$ cat src/rtl/dvs_pkg.sv
package dvs_pkg;

    typedef struct packed {
        logic zero;
        logic neg;
        logic carry;
        logic ovf0;
        logic ovf1;
    } dvs_flags_t;

    localparam dvs_flags_t DVS_FLAGS_CLR = '{zero: 1'b0, neg: 1'b0, carry: 1'b0, ovf0: 1'b0, ovf1: 1'b0};

endpackage

$ cat src/rtl/dvs_amt_decode.sv
// Turns the signed distance field into a direction and an unsigned magnitude.
module dvs_amt_decode #(
    parameter int AMT_W = 5
) (
    input  logic [AMT_W-1:0] amt_field,
    output logic             dir_right,
    output logic [AMT_W-1:0] mag
);
    always_comb begin
        dir_right = amt_field[AMT_W-1];
        // the most negative value negates to itself, read unsigned it is 2**(AMT_W-1)
        mag = dir_right ? (~amt_field + 1'b1) : amt_field;
    end
endmodule

$ cat src/rtl/dvs_lane_shifter.sv
// One lane: left with optional clamp, arithmetic or logical right.
module dvs_lane_shifter #(
    parameter int LANE_W = 16,
    parameter int MAG_W  = 5
) (
    input  logic [LANE_W-1:0] lane_in,
    input  logic              dir_right,
    input  logic [MAG_W-1:0]  mag,
    input  logic              arith,
    input  logic              sat,
    output logic [LANE_W-1:0] lane_out
);
    localparam int EXT_W = 2 * LANE_W;
    localparam logic [LANE_W-1:0] POS_MAX = {1'b0, {(LANE_W-1){1'b1}}};
    localparam logic [LANE_W-1:0] NEG_MIN = {1'b1, {(LANE_W-1){1'b0}}};

    logic [EXT_W-1:0]   wide_l;
    logic [LANE_W:0]    spill;
    logic               lane_ovf;
    logic [LANE_W-1:0]  asr_v;
    logic [LANE_W-1:0]  lsr_v;

    always_comb begin
        wide_l   = {{LANE_W{lane_in[LANE_W-1]}}, lane_in} << mag;
        spill    = wide_l[EXT_W-1:LANE_W-1];
        lane_ovf = !((&spill) || !(|spill));
        asr_v    = $unsigned($signed(lane_in) >>> mag);
        lsr_v    = lane_in >> mag;
    end

    always_comb begin
        if (dir_right) begin
            lane_out = arith ? asr_v : lsr_v;
        end else if (arith && sat && lane_ovf) begin
            lane_out = lane_in[LANE_W-1] ? NEG_MIN : POS_MAX;
        end else begin
            lane_out = wide_l[LANE_W-1:0];
        end
    end
endmodule

$ cat src/rtl/dvs_flag_gen.sv
// ORs per-lane zero and sign conditions into packed status flags.
module dvs_flag_gen
    import dvs_pkg::*;
#(
    parameter int LANE_W = 16,
    parameter int LANES  = 2
) (
    input  logic [LANES*LANE_W-1:0] res,
    output dvs_flags_t              flags
);
    logic [LANES-1:0] lane_zero;
    logic [LANES-1:0] lane_neg;

    for (genvar g = 0; g < LANES; g++) begin : g_lane
        assign lane_zero[g] = (res[g*LANE_W +: LANE_W] == '0);
        assign lane_neg[g]  = res[g*LANE_W + LANE_W - 1];
    end

    always_comb begin
        flags       = DVS_FLAGS_CLR;
        flags.zero  = |lane_zero;
        flags.neg   = |lane_neg;
    end
endmodule

$ cat src/rtl/dvs_shift16x2.sv
module dvs_shift16x2
    import dvs_pkg::*;
#(
    parameter int LANE_W   = 16,
    parameter int LANES    = 2,
    parameter int AMT_IN_W = 16,
    parameter int AMT_W    = 5
) (
    input  logic                    clk,
    input  logic                    rst_n,
    input  logic                    in_vld,
    input  logic [LANES*LANE_W-1:0] src_data,
    input  logic [AMT_IN_W-1:0]     shift_amt,
    input  logic                    arith_mode,
    input  logic                    sat_en,
    output logic                    out_vld,
    output logic [LANES*LANE_W-1:0] result,
    output logic                    flag_zero,
    output logic                    flag_neg,
    output logic                    flag_carry,
    output logic                    flag_ovf0,
    output logic                    flag_ovf1
);
    localparam int DATA_W = LANES * LANE_W;

    logic              dir_right;
    logic [AMT_W-1:0]  mag;
    logic [DATA_W-1:0] res_d;
    dvs_flags_t        flags_d;
    dvs_flags_t        flags_q;
    logic              unused_amt_hi;

    assign unused_amt_hi = ^shift_amt[AMT_IN_W-1:AMT_W];

    dvs_amt_decode #(.AMT_W(AMT_W)) u_dec (
        .amt_field (shift_amt[AMT_W-1:0]),
        .dir_right (dir_right),
        .mag       (mag)
    );

    for (genvar g = 0; g < LANES; g++) begin : g_lane
        dvs_lane_shifter #(.LANE_W(LANE_W), .MAG_W(AMT_W)) u_lane (
            .lane_in   (src_data[g*LANE_W +: LANE_W]),
            .dir_right (dir_right),
            .mag       (mag),
            .arith     (arith_mode),
            .sat       (sat_en),
            .lane_out  (res_d[g*LANE_W +: LANE_W])
        );
    end

    dvs_flag_gen #(.LANE_W(LANE_W), .LANES(LANES)) u_flags (
        .res   (res_d),
        .flags (flags_d)
    );

    always_ff @(posedge clk) begin
        if (!rst_n) begin
            out_vld <= 1'b0;
            result  <= '0;
            flags_q <= DVS_FLAGS_CLR;
        end else begin
            out_vld <= in_vld;
            if (in_vld) begin
                result  <= res_d;
                flags_q <= flags_d;
            end
        end
    end

    always_comb begin
        flag_zero  = flags_q.zero;
        flag_neg   = flags_q.neg;
        flag_carry = flags_q.carry;
        flag_ovf0  = flags_q.ovf0;
        flag_ovf1  = flags_q.ovf1;
    end
endmodule

$ cat config.mk
export PLATFORM = sky130hd
export DESIGN_NAME = dvs_shift16x2
export DESIGN_NICKNAME = d
export VERILOG_FILES = /design/src/rtl/dvs_pkg.sv /design/src/rtl/dvs_amt_decode.sv /design/src/rtl/dvs_lane_shifter.sv /design/src/rtl/dvs_flag_gen.sv /design/src/rtl/dvs_shift16x2.sv
export SDC_FILE = /design/constraint.sdc
export NUM_CORES = 1
export LEC_CHECK = 0
export BUFFER_PORTS_ARGS = -buffer_cell sky130_fd_sc_hd__buf_2
export CORE_MARGIN = 2
export CORE_UTILIZATION = 53
export DETAILED_ROUTE_END_ITERATION = 6
export PLACE_DENSITY = 0.72
export SLEW_MARGIN = 40
export SYNTH_ARGS = -nofsm -noshare
export SYNTH_HDL_FRONTEND = slang
export SYNTH_SLANG_ARGS = --single-unit
export TNS_END_PERCENT = 30
$ cat constraint.sdc
create_clock -name clk -period 7 [get_ports clk]
set_input_delay 0.35 -clock clk [delete_from_list [all_inputs] [get_ports clk]]
set_output_delay 0.35 -clock clk [all_outputs]
set_load 0.03 [all_outputs]
==> impl_metrics.py <==
metrics = {
    "run_status": {
        "status": "finished, final reports clean",
    },
    "finish": {
        "nNetsFinal": 942,
        "syn2layout_area_growth_pct": 8.93,
        "diodes": 0,
        "drive_above_1_share_pct": 19.9,
        "fillers": 1109,
        "finish.utilization_pct": 59.4,
    },
    "yosys": {
        "syn-instance-count": 864,
        "ys_warn_count": 0,
        "yosys.area_share.simple_pct": 24.6,
        "synth.largest_area_cell": "mux2i_1",
        "synth.distinct_cells": 80,
        "synthMuxAreaShare_pct": 25.8,
        "synth_area_leaders": "mux2i_1 13%, dfxtp_1 11%, mux4_2 8.6%, nand2_1 8.0%, a21oi_1 5.0%",
        "synth.avg_cell_area_um2": 7.24,
        "synth_flop_cell": "dfxtp_1",
        "synth-adder-area-share_pct": 0.200,
        "ys_async_sr_fraction_pct": 0,
        "synth-seq-cells": 35,
        "synth_edf_count": 0,
        "synth_area_mm2": 0.00625,
        "synth_top_family_by_area": "compound AO/OA/AOI/OAI gates",
        "yosys.area.top_type_share_pct": 12.8,
        "synthXorXnorAreaFrac_pct": 1.10,
        "synth_compound_gate_area_share_pct": 29.6,
        "ys_seq_area_share_pct": 11.2,
    },
    "global_routing": {
        "antenna_found_initial": 1,
        "grt_usage_pct": 36.4,
        "overflow": 0,
        "grt_max_degree": 74,
        "grt_pass1_vias": 6598,
        "grt_pass1_wl_um": 37100,
    },
    "drt": {
        "drtIter0Drc": 1035,
        "drt-pass1-iter-count": 6,
        "finalWirelength_um": 23700,
        "via_per_inst": 6.99,
        "wl_per_cell_um": 22.9,
        "drc": 0,
        "ant_nets": 0,
        "num_vias": 7214,
    },
    "clock_tree": {
        "ctsRootBufferMaster": "clkbuf_16",
        "clkLatencyLatePin_ps": 280,
        "ctsResizeCount": 0,
        "clk_path_buf_depth": 2,
        "numCtsBuffers": 5,
        "numClockSinks": 35,
        "hold_buffers": 0,
        "post-cts-setup-buffer-count": 0,
        "htreeDepth": 2,
        "cts.reportedPaths.clkPinSlew_ps": 60,
        "cts_tree": "done",
    },
    "pwr": {
        "p_leak_nw": 2.95,
        "cellPowerDensity_mw_per_mm2": 173,
        "vdd.ir_drop.worst_mv": 0.221,
    },
    "timing": {
        "rsz0062_at_grt": "no",
        "tns_ps": 0,
        "fmax_mhz": 193,
        "finalCritPeriodShare_pct": 74.0,
        "skew_ps": 0,
        "setup-violations-final": 0,
        "max-slew-margin-rel_pct": 43.8,
        "hold_viol": 0,
        "worst_pin_slew_ps": 838,
        "maxSlewViolCount": 0,
        "period_minus_slack_ps": 5180,
    },
    "placed_design": {
        "port_buffers": 76,
        "gp_congestion": 1.04,
        "dp_hpwl_um": 17800,
    },
    "job": {
        "maxCapViolations": 0,
    },
    "critical_path": {
        "cp_top_family": "compound AO/OA/AOI/OAI gates",
        "cp_slowest_cell": "mux4_2",
        "critPathKind": "in2reg",
        "cp.required_ps": 7220,
        "path_max_fanout": 27,
        "cpMostUsedCell": "buf_4",
        "worstSetupEndpointType": "flop",
        "arrival_ps": 5400,
        "max_stage_delay_ps": 580,
        "start_kind": "input port",
        "cp.buffers_inverters": 4,
        "worstPathCellList": "buf_4, inv_2, buf_4, ha_1, and2b_4, xor2_4, buf_8, mux4_2, o311a_1, nor4_1, a31o_2, o21ai_4, o21bai_1, a2111oi_2, o2111ai_1, o31ai_1, a31o_1",
    },
    "floorplanning": {
        "rows": 39,
        "die_y_um": 113,
        "start_util_pct": 54.5,
        "dieArea_mm2": 0.0127,
        "die_x_um": 113,
        "coreArea_mm2": 0.0115,
        "ioPinCount": 91,
    },
    "worst_hold_path": {
        "hp-class": "reg2reg",
    },
}
## cells in the mapped netlist, types with 4 or more instances
cell,count
o21a_1,4
buf_2,14
buf_4,10
o21ai_0,60
o211a_1,12
nand4_1,6
o311a_1,4
dfxtp_1,35
o211ai_1,8
nor2b_1,12
a31oi_1,16
nor4_1,7
nor3_1,18
and2_1,10
nand2b_1,4
o22ai_1,9
mux2_2,24
a211o_1,8
nor2_1,57
clkbuf_1,43
a21boi_0,10
mux4_2,24
o21bai_1,4
a21o_1,4
buf_1,9
nand2_1,133
o2bb2ai_1,4
buf_6,4
nand3_1,35
a21oi_1,63
inv_1,17
mux2i_1,80
a22oi_1,4
or2_2,6
and3_1,12
o221ai_1,6
a211oi_1,18
## worst register-to-register path, delay by kind of cell, from the launching register on
family	cells	cell delay [ps]
compound gates	4	820
simple gates	1	190
flops	1	370
## cell usage in the layout (no fill, tap or decap), types with 5 or more instances in the layout
| cell type | count |
|---|---|
| nand2_1 | 133 |
| o22ai_1 | 9 |
| a211oi_1 | 18 |
| and3_1 | 12 |
| mux2i_1 | 79 |
| buf_4 | 19 |
| nand3_1 | 35 |
| mux4_2 | 24 |
| o211ai_1 | 8 |
| a21boi_0 | 10 |
| and2_1 | 10 |
| nand4_1 | 6 |
| or2_2 | 6 |
| nor3_1 | 18 |
| o211a_1 | 12 |
| clkbuf_16 | 5 |
| a21oi_1 | 63 |
| o221ai_1 | 6 |
| nor4_1 | 6 |
| a211o_1 | 8 |
| nor2_1 | 57 |
| o21ai_0 | 60 |
| mux2_2 | 23 |
| buf_2 | 75 |
| inv_1 | 17 |
| nor2b_1 | 12 |
| a31oi_1 | 16 |
| dfxtp_1 | 35 |
## flip-flops by register name, summed over array words and instances (netlist names)
register and flops:
flag_neg 1, result 32, out_vld 1, flag_zero 1
## metal layers
layer | up-vias | routed length [um] | track usage [%]
met5 | - | 0 | 0
met4 | 0 | 513 | 8.37
met3 | 52 | 2980 | 9.34
met2 | 507 | 10200 | 54.8
met1 | 3356 | 9990 | 52.5
li1 | 3299 | - | -
## final timing paths
check	end	start	slack (ps)	cells after the start
worst min register to register	result[14]	result[14]	470	2
worst max-delay path	flag_zero	shift_amt[0]	1820	17
worst max register to register	flag_zero	flag_zero	5570	5
worst min-delay path	result[14]	result[14]	470	2
## where the power goes
group / total (mW) / internal [mW] / switching [mW]
logic: 0.701 / 0.252 / 0.449
registers: 0.224 / 0.216 / 0.00833
clock network: 0.253 / 0.168 / 0.0853
## cell families (layout without fill, tap and decap cells)
logic type / after synthesis / in the layout
other: 1 / 3
adders and majority gates: 1 / 1
AOI/OAI and AO/OA: 273 / 273
DFF: 35 / 35
buffers and inverters: 99 / 122
muxes: 128 / 128
xor gates and xnor gates: 4 / 4
and+or+nand+nor: 323 / 323
## stage by stage
stage               cells  worst slack [ps]  hold slack (ps)  instance area (um2)  power, mW
detailed placement   1024              1640              467                 6640      0.902
CTS                  1032              1920              473                 6810       1.16
floorplan             866              2030              599                 6260      0.717
global placement     1023              1520              458                 6610      0.892
global route         1032              1580              492                 6810       1.24
finish               1032              1820              470                 6810       1.18
## final cells by class
type / count / area [um2] / area share (%)
Multi-Input combinational cell: 732 / 5150 / 75.6
Sequential cell: 35 / 701 / 10.3
Clock buffer: 5 / 125 / 1.84
Clock inverter: 3 / 43.8 / 0.643
Tap cell: 143 / 179 / 2.63
Timing Repair Buffer: 96 / 544 / 7.99
Inverter: 18 / 67.6 / 0.992
Note: power is estimated with default switching activity, not from simulation.
